[src/rtl/unop_pkg.sv]
package unop_pkg;

  typedef enum logic [3:0] {
    OP_CLR, OP_COM, OP_INC, OP_DEC, OP_NEG, OP_ADC, OP_SBC, OP_TST,
    OP_ROR, OP_ROL, OP_ASR, OP_ASL, OP_SXT, OP_SWAB, OP_NONE
  } unop_e;

  // bit 3..0 = N, Z, V, C
  typedef struct packed {
    logic n;
    logic z;
    logic v;
    logic c;
  } nzvc_t;

endpackage

[src/rtl/unop_decode.sv]
module unop_decode
  import unop_pkg::*;
(
  input  logic [15:0] instr,
  output unop_e       op,
  output logic        byte_sel
);

  logic unused_dest;
  assign unused_dest = ^instr[5:0];
  assign byte_sel = instr[15];

  always_comb begin
    op = OP_NONE;
    if (instr[14:12] == 3'b000) begin
      case (instr[11:6])
        6'o50: op = OP_CLR;
        6'o51: op = OP_COM;
        6'o52: op = OP_INC;
        6'o53: op = OP_DEC;
        6'o54: op = OP_NEG;
        6'o55: op = OP_ADC;
        6'o56: op = OP_SBC;
        6'o57: op = OP_TST;
        6'o60: op = OP_ROR;
        6'o61: op = OP_ROL;
        6'o62: op = OP_ASR;
        6'o63: op = OP_ASL;
        6'o67: if (!instr[15]) op = OP_SXT;
        6'o03: if (!instr[15]) op = OP_SWAB;
        default: op = OP_NONE;
      endcase
    end
  end

endmodule

[src/rtl/unop_lane.sv]
module unop_lane
  import unop_pkg::*;
#(
  parameter int LW = 16
) (
  input  unop_e          op,
  input  logic [LW-1:0]  x,
  input  nzvc_t          fin,
  output logic [LW-1:0]  r,
  output nzvc_t          fout
);

  localparam int M = LW - 1;
  localparam int H = LW / 2;

  logic cc, vv, nn, zz;

  always_comb begin
    r  = x;
    cc = fin.c;
    vv = 1'b0;
    case (op)
      OP_CLR: begin r = '0; cc = 1'b0; end
      OP_COM: begin r = ~x; cc = 1'b1; end
      OP_INC: begin
        r  = x + {{(LW-1){1'b0}}, 1'b1};
        vv = r[M] & ~x[M];
      end
      OP_DEC: begin
        r  = x - {{(LW-1){1'b0}}, 1'b1};
        vv = x[M] & ~r[M];
      end
      OP_NEG: begin
        r  = '0 - x;
        vv = r[M] & x[M];
        cc = |r;
      end
      OP_ADC: begin
        {cc, r} = {1'b0, x} + {{LW{1'b0}}, fin.c};
        vv = ~x[M] & r[M];
      end
      OP_SBC: begin
        r  = x - {{(LW-1){1'b0}}, fin.c};
        cc = fin.c & ~|x;
        vv = x[M] & ~r[M];
      end
      OP_TST: cc = 1'b0;
      OP_ROR: begin r = {fin.c, x[M:1]}; cc = x[0]; vv = r[M] ^ cc; end
      OP_ROL: begin r = {x[M-1:0], fin.c}; cc = x[M]; vv = r[M] ^ cc; end
      OP_ASR: begin r = {x[M], x[M:1]}; cc = x[0]; vv = r[M] ^ cc; end
      OP_ASL: begin r = {x[M-1:0], 1'b0}; cc = x[M]; vv = r[M] ^ cc; end
      OP_SXT: r = {LW{fin.n}};
      OP_SWAB: begin r = {x[H-1:0], x[M:H]}; cc = 1'b0; end
      default: begin r = x; cc = fin.c; vv = fin.v; end
    endcase

    nn = r[M];
    zz = ~|r;
    if (op == OP_SXT) nn = fin.n;
    if (op == OP_SWAB) begin
      nn = r[H-1];
      zz = ~|r[H-1:0];
    end

    if (op == OP_NONE) fout = fin;
    else               fout = '{n: nn, z: zz, v: vv, c: cc};
  end

endmodule

[src/rtl/unop_hold.sv]
module unop_hold
  import unop_pkg::*;
#(
  parameter int DW = 16
) (
  input  logic          clk,
  input  logic          rst_n,
  input  logic          in_valid,
  output logic          in_ready,
  input  logic [DW-1:0] d_res,
  input  nzvc_t         d_flags,
  input  logic          d_wr,
  output logic          out_valid,
  input  logic          out_ready,
  output logic [DW-1:0] q_res,
  output nzvc_t         q_flags,
  output logic          q_wr
);

  logic take;
  assign in_ready = ~out_valid | out_ready;
  assign take     = in_valid & in_ready;

  always_ff @(posedge clk) begin
    if (!rst_n) begin
      out_valid <= 1'b0;
      q_res     <= '0;
      q_flags   <= '0;
      q_wr      <= 1'b0;
    end else if (take) begin
      out_valid <= 1'b1;
      q_res     <= d_res;
      q_flags   <= d_flags;
      q_wr      <= d_wr;
    end else if (out_ready) begin
      out_valid <= 1'b0;
    end
  end

endmodule

[src/rtl/unop_alu.sv]
module unop_alu
  import unop_pkg::*;
#(
  parameter int DW = 16
) (
  input  logic          clk,
  input  logic          rst_n,
  input  logic          in_valid,
  output logic          in_ready,
  input  logic [15:0]   in_instr,
  input  logic [DW-1:0] in_operand,
  input  logic [3:0]    in_flags,
  output logic          out_valid,
  input  logic          out_ready,
  output logic [DW-1:0] out_result,
  output logic [3:0]    out_flags,
  output logic          out_wr_en
);

  localparam int BW = DW / 2;

  unop_e          op;
  logic           byte_sel;
  nzvc_t          fin, f_word, f_byte, f_sel, f_q;
  logic [DW-1:0]  r_word, r_sel;
  logic [BW-1:0]  r_byte;
  logic           wr;

  assign fin = nzvc_t'(in_flags);

  unop_decode u_dec (
    .instr    (in_instr),
    .op       (op),
    .byte_sel (byte_sel)
  );

  unop_lane #(.LW(DW)) u_word (
    .op (op), .x (in_operand), .fin (fin), .r (r_word), .fout (f_word)
  );

  unop_lane #(.LW(BW)) u_byte (
    .op (op), .x (in_operand[BW-1:0]), .fin (fin), .r (r_byte), .fout (f_byte)
  );

  always_comb begin
    if (byte_sel) begin
      r_sel = {in_operand[DW-1:BW], r_byte};
      f_sel = f_byte;
    end else begin
      r_sel = r_word;
      f_sel = f_word;
    end
  end

  assign wr = (op != OP_NONE) && (op != OP_TST);

  unop_hold #(.DW(DW)) u_hold (
    .clk       (clk),
    .rst_n     (rst_n),
    .in_valid  (in_valid),
    .in_ready  (in_ready),
    .d_res     (r_sel),
    .d_flags   (f_sel),
    .d_wr      (wr),
    .out_valid (out_valid),
    .out_ready (out_ready),
    .q_res     (out_result),
    .q_flags   (f_q),
    .q_wr      (out_wr_en)
  );

  assign out_flags = f_q;

endmodule

[config.mk]
export PLATFORM = sky130hd
export DESIGN_NAME = unop_alu
export DESIGN_NICKNAME = d
export VERILOG_FILES = /design/src/rtl/unop_pkg.sv /design/src/rtl/unop_decode.sv /design/src/rtl/unop_lane.sv /design/src/rtl/unop_hold.sv /design/src/rtl/unop_alu.sv
export SDC_FILE = /design/constraint.sdc
export NUM_CORES = 1
export LEC_CHECK = 0
export BUFFER_PORTS_ARGS = -buffer_cell sky130_fd_sc_hd__buf_2
export CORE_UTILIZATION = 60
export DETAILED_ROUTE_END_ITERATION = 10
export GPL_ROUTABILITY_DRIVEN = 1
export PLACE_DENSITY = 0.83
export SLEW_MARGIN = 15
export SYNTH_ARGS = -nofsm -noshare
export SYNTH_HDL_FRONTEND = slang
export SYNTH_SLANG_ARGS = --single-unit
[constraint.sdc]
create_clock -name clk -period 6.15 [get_ports clk]
set_input_delay 0.3075 -clock clk [delete_from_list [all_inputs] [get_ports clk]]
set_output_delay 0.3075 -clock clk [all_outputs]
set_load 0.01 [all_outputs]
==> results by group, run 1 <==
CTS
  – CTS Hold Buffers Added: 0
  – Num CTS Buffers: 3
  – TritonCTS clock tree: yes
  – Clock sink total: 22
  – Clk root buf: clkbuf_8
  – Clk_lat worst skew: 260 ps
  – Post-CTS setup buffers: 0
  – PostCTS Resize Cnt: 0
  – # H-tree levels: 1
  – Clock-pin slew on the worst setup and hold paths: 70 ps
  – CTS Buffer Depth: 2

Power
  – Total power: 0.474 mW
  – Reg power frac: 33.2%
  – P_sw: 0.198 mW
  – Cell area power density: 100 mW/mm²
  – Pint: 0.275 mW
  – Logic pwr share: 45.1%
  – Leak pwr: 1.52 nW
  – Switch share: 41.9%
  – VDD IR max: 0.0000586 V
  – Clock share of power: 21.7%

STA
  – Hold WS: 295 ps
  – Slew @ Worst Pin: 1110 ps
  – Final setup violation count: 0
  – Slew HR: 26.0%
  – Tmin final: 4160 ps
  – Clock Skew: 0.780 ps
  – Setup TNS Final: 0 ps
  – Hold Vio Cnt, Final: 0
  – RSZ-0062 raised after global routing: no
  – Achievable frequency: 0.241 GHz
  – Final period utilization: 67.6%
  – Slew Limit Fails: 0

Synth
  – Mux contribution to synthesized area: 2.10%
  – Area leader, netlist: dfxtp_1
  – Adder-cell share of the synthesized area: 1.68%
  – Largest family of logic cells by synthesized area: compound AO/OA/AOI/OAI gates
  – Synth cell count leaders: nand2_1, nor2_1, clkbuf_1
  – Synthesized area: 0.00447 mm²
  – Top-count cell post-synth: nand2_1
  – Syn_nets: 729
  – Synth Area in Compound Gates: 40.4%
  – EDFF count, synth: 0
  – Area share of the largest cell type after synthesis: 9.86%
  – Simple-Gate Fraction of Synth Area: 34.4%
  – XOR/XNOR share of the synthesized area: 4.31%
  – Prevailing post-synth register cell: dfxtp_1
  – Post-synthesis async set-or-reset flop share: 0%
  – Synth area leaders: dfxtp_1, nand2_1, o21ai_0
  – Post-Synthesis Cells: 683
  – Avg Cell Area, Syn: 6.54 µm²
  – Post-synthesis sequential area ratio: 9.86%
  – FF+latch count, synth: 22
  – Number of distinct library cells after synthesis: 84
  – Synth warnings: 0

Route
  – Via density per instance: 8.25
  – DRT Pass-1 Iters: 11
  – Post-route ant nets: 0
  – # DRC: 1
  – WL final: 19400 µm
  – Routed len/inst: 24.8 µm
  – Via count: 6455
  – DRT iter0 DRCs: 1532

Placement
  – Post-DP Area: 0.00467 mm²
  – GP Congestion: 1.13
  – Port-buffer cells: 56
  – HPWL after DPL: 13700 µm
  – Placed cells: 778

Hold path
  – Worst hold path type: input port to register

Layout
  – Area Growth Syn to Fin: 5.71%
  – Post-Layout Cell Count: 782
  – Fillers: 661
  – Layout Nets: 730
  – Final Cell Area: 0.00472 mm²
  – # diodes: 0
  – Layout cells sized above 1: 13.2%

Global route
  – All-layer global routing usage: 50.3%
  – Wire length of the first global-routing pass: 30100 µm
  – Grt ovf: 0
  – Number of global-route vias before repair: 5782
  – Number of antenna violations at the first check in global routing: 0
  – Largest net degree at the start of global routing: 37

Setup path
  – Worst Setup Start Kind: input port
  – Crit path required time: 6320 ps
  – Flop-to-flop setup slack: 4140 ps
  – Kind of critical path: input port to register
  – Largest fanout on the critical path: 36
  – Critical path capture point type: register
  – CP arrival: 4330 ps

Floorplanning
  – Die width: 88.3 µm
  – Cell Rows: 31
  – Area of the die: 0.00779 mm²
  – Die height: 88.3 µm
  – Initial core utilization: 61.9%
  – Core area: 0.00721 mm²
  – IO Count: 63

Outcome
  – Status: complete, but fails checks
  – Failing checks: DRC

Job
  – Max-cap violations: 0
## metal layers
metal	global-route usage, %	wire length [µm]	up-vias
met5	0	0	-
li1	-	-	2676
met3	19.8	3420	252
met4	36.2	1910	0
met1	61.0	6590	2820
met2	72.0	7510	707
## registers in the layout (all words and copies together) (netlist names)
signal / cells
u_hold.q_wr: 1
u_hold.out_valid: 1
u_hold.q_res: 16
u_hold.q_flags: 4
## per-stage QoR
stage	worst slack [ps]	utilization [%]
floorplan	3200	-
global placement	2130	64.7
detailed placement	2010	64.7
CTS	2270	65.5
global route	1910	65.5
finish	1990	65.5
## worst max-delay path, stage by stage
cell and delay [ps]:
buf_2 240, or3_1 420, a2111o_1 560, nand2_2 630, o21ai_1 510, a221oi_1 460, o2111ai_1 270, nor3_1 400
nand4_1 140, a32o_1 290, o31ai_1 70
## kinds of logic after synthesis
group,Yosys count
AO/OA/AOI/OAI,244
XOR/XNOR,22
adder cells (fa/ha/maj),6
buffers and inverters,82
flip-flops,22
multiplexers,9
AND/OR/NAND/NOR,298
## cell type report
cell class	instances	area (µm²)	share of cell area, %
Sequential cell	22	440	9.33
Inverter	14	52.6	1.11
Tap cell	99	124	2.62
Multi-Input combinational cell	579	3710	78.6
Timing Repair Buffer	64	340	7.21
Clock buffer	4	55.1	1.17
## power by group through the flow
stage / registers [mW] / logic (mW) / clock network (mW)
after floorplan: 0.166 / 0.133 / 0
after global placement: 0.160 / 0.195 / 0
after detailed placement: 0.161 / 0.200 / 0
after CTS: 0.158 / 0.201 / 0.104
after global routing: 0.159 / 0.225 / 0.110
final: 0.157 / 0.214 / 0.103
## path summary, 6_finish.rpt
check                    from           endpoint  cells past startpoint
max reg2reg  u_hold.out_valid  u_hold.q_flags[2]                      6
max              in_instr[15]  u_hold.q_flags[2]                     11
min reg2reg   u_hold.q_res[0]    u_hold.q_res[0]                      2
min                  in_valid   u_hold.out_valid                      3
## cell usage in the layout (no fill, tap or decap), drive strengths merged, types with 8 or more instances in the layout
cell type / instances
nor4: 18
a32oi: 11
o21ai: 49
buf: 64
a31oi: 10
or3: 11
xnor2: 18
a221oi: 8
nor3: 30
dfxtp: 22
o211ai: 15
nand4: 14
a211oi: 23
nand3: 35
a21oi: 35
a211o: 8
inv: 14
nand2: 76
nor2: 62
o221ai: 10
(Power assumes the default switching activity.)
==> run 2, diff against run 1 <==
Settings changed: ABC_AREA from default to 1.
Clock period 6.15 ns to 4.2 ns, I/O delays scaled along.
==> results by group, run 2 <==
Outcome
  – Status: complete, no violations

Route
  – Routed len/inst: 17.5 µm
  – DRT Pass-1 Iters: 6
  – Via count: 6048
  – Post-route ant nets: 0
  – Via density per instance: 6.02
  – WL final: 17500 µm
  – # DRC: 0
  – DRT iter0 DRCs: 833

CTS
  – # H-tree levels: 1
  – Clk root buf: clkbuf_8
  – Clock-pin slew on the worst setup and hold paths: 70 ps
  – TritonCTS clock tree: yes
  – CTS Buffer Depth: 2
  – Post-CTS setup buffers: 0
  – PostCTS Resize Cnt: 0
  – Clock sink total: 22
  – Num CTS Buffers: 3
  – Clk_lat worst skew: 260 ps
  – CTS Hold Buffers Added: 0

Synth
  – Synthesized area: 0.00473 mm²
  – Number of distinct library cells after synthesis: 38
  – Post-synthesis async set-or-reset flop share: 0%
  – Prevailing post-synth register cell: dfxtp_1
  – Post-synthesis sequential area ratio: 9.30%
  – Synth cell count leaders: nand2_1, nor2_1, nand3_1
  – Avg Cell Area, Syn: 5.34 µm²
  – Post-Synthesis Cells: 886
  – Area share of the largest cell type after synthesis: 20.5%
  – FF+latch count, synth: 22
  – Area leader, netlist: nand2_1
  – Syn_nets: 932
  – Top-count cell post-synth: nand2_1
  – Synth area leaders: nand2_1, nor2_1, dfxtp_1
  – EDFF count, synth: 0
  – Synth warnings: 0

Power
  – Cell area power density: 135 mW/mm²
  – Logic pwr share: 43.6%
  – Pint: 0.392 mW
  – Total power: 0.668 mW
  – P_sw: 0.276 mW
  – Leak pwr: 2.56 nW
  – Reg power frac: 34.3%
  – VDD IR max: 0.0000919 V
  – Switch share: 41.4%
  – Clock share of power: 22.1%

Setup path
  – Setup crit start: in_instr[13]
  – R2R Path Start: u_hold.out_valid
  – Crit path required time: 4330 ps
  – Kind of critical path: input port to register
  – FF-to-FF End: u_hold.q_res[15]
  – Largest fanout on the critical path: 35
  – Worst Setup Start Kind: input port
  – Path depth of the worst reg2reg path: 5
  – Critical path capture point type: register
  – CP arrival: 3250 ps
  – Flop-to-flop setup slack: 2030 ps

Layout
  – # diodes: 0
  – Multi-input combinational cell area: 0.00368 mm²
  – Top reg by flops: u_hold.q_res
  – Layout cells sized above 1: 12.7%
  – Layout Nets: 950
  – Storage cell area: 440 µm²
  – Leading cell type in the layout, fill and taps excluded: nand2_1
  – Most frequent cells in the layout: nand2_1, nor2_1, nand3_1, inv_1, nand4_1
  – Largest registers: u_hold.q_res x16, u_hold.q_flags x4
  – Area Growth Syn to Fin: 4.39%
  – Largest register FFs: 16
  – Fillers: 837

Hold path
  – Min-delay src: rst_n
  – Hold EP: u_hold.q_flags[0]
  – Hold Path Stages: 3
  – Worst hold path type: input port to register

Global route
  – Largest net degree at the start of global routing: 36
  – Wire length of the first global-routing pass: 27400 µm
  – Number of antenna violations at the first check in global routing: 0
  – All-layer global routing usage: 42.0%
  – Grt ovf: 0
  – Number of global-route vias before repair: 5286

Floorplanning
  – IO Count: 63
  – Area of the die: 0.00825 mm²
  – Core area: 0.00769 mm²
  – Initial core utilization: 61.6%
  – Die height: 90.8 µm
  – Cell Rows: 32
  – Die width: 90.8 µm

Placement
  – GP Congestion: 1.10
  – HPWL after DPL: 13000 µm
  – Port-buffer cells: 56

Job
  – Max-cap violations: 0

STA
  – Slew Limit Fails: 0
  – Hold WS: 221 ps
  – Tmin final: 3120 ps
  – Setup TNS Final: 0 ps
  – RSZ-0062 raised after global routing: no
  – Achievable frequency: 0.320 GHz
  – Clock Skew: 2.18 ps
  – Final period utilization: 74.3%
  – Final setup violation count: 0
  – Slew HR: 43.9%
  – Hold Vio Cnt, Final: 0
  – Slew @ Worst Pin: 840 ps
-- run 2: changes by cell type after synthesis, sizes merged, moves of 23 or more --
cell and delta:
nand2 +193, nor2 +98, inv +61, nand3 +54, nand4 +54, clkbuf -45, xor2 +41, buf +28
nor3 -25, a211oi -23
-- run 2: cells by family (layout without fill, tap and decap cells) --
group	after synthesis	count (layout)	synth area share, %
xor gates and xnor gates	46	46	8.51
adders and majority gates	6	6	1.59
buffers and inverters	130	147	12.9
muxes	4	4	0.846
DFF	22	22	9.30
AOI/OAI and AO/OA	85	85	10.1
and+or+nand+nor	593	593	56.7
-- run 2: layer usage --
| metal | vias up | routed length [µm] | GRT usage (%) |
|---|---|---|---|
| li1 | 2938 | - | - |
| met1 | 2613 | 6890 | 55.9 |
| met2 | 422 | 7420 | 64.5 |
| met3 | 75 | 2180 | 7.07 |
| met4 | 0 | 1040 | 22.1 |
| met5 | - | 0 | 0 |
-- run 2: worst max path at each step --
stage	to	slack (ps)	depth (start not counted)
floorplan	u_hold.q_flags[2]	1960	21
global placement	u_hold.q_flags[2]	970	17
detailed placement	u_hold.q_flags[2]	940	17
CTS	u_hold.q_flags[2]	1200	17
global route	u_hold.q_flags[2]	830	21
finish	u_hold.q_flags[2]	1080	17
-- run 2: power by group through the flow --
stage                     clock, mW  sequential, mW  combinational [mW]
after global routing          0.156           0.231               0.316
after floorplan                   0           0.241               0.188
after CTS                     0.148           0.229               0.281
final                         0.148           0.229               0.291
after detailed placement          0           0.234               0.280
after global placement            0           0.234               0.277
-- run 2: final cells by class --
cell class,instances,share of cell area [%]
sequential,22,8.91
tap,102,2.58
multi-input combinational,734,74.5
clock buffer,4,1.11
timing repair buffer,64,6.89
inverter,79,6.00
-- run 2: through the flow --
| stage | std cells | utilization, % | cell area (µm²) | setup slack (ps) |
|---|---|---|---|---|
| CTS | 1005 | 64.3 | 4940 | 1200 |
| detailed placement | 1001 | 63.6 | 4890 | 937 |
| global route | 1005 | 64.3 | 4940 | 829 |
| finish | 1005 | 64.3 | 4940 | 1080 |
| floorplan | 886 | - | 4730 | 1960 |
| global placement | 1001 | 63.6 | 4890 | 971 |
-- run 2: critical path: stages --
cell,delay [ps]
buf_2,110
nor3_4,370
inv_1,130
nor2_4,140
nand2_4,270
nor2_4,740
nand2_1,290
o21ai_0,330
nor2_1,90
nand3_1,120
nor2_1,60
nand3_1,80
nor2_1,50
nand2_1,60
nand3_1,60
nand2_1,90
a21oi_2,50
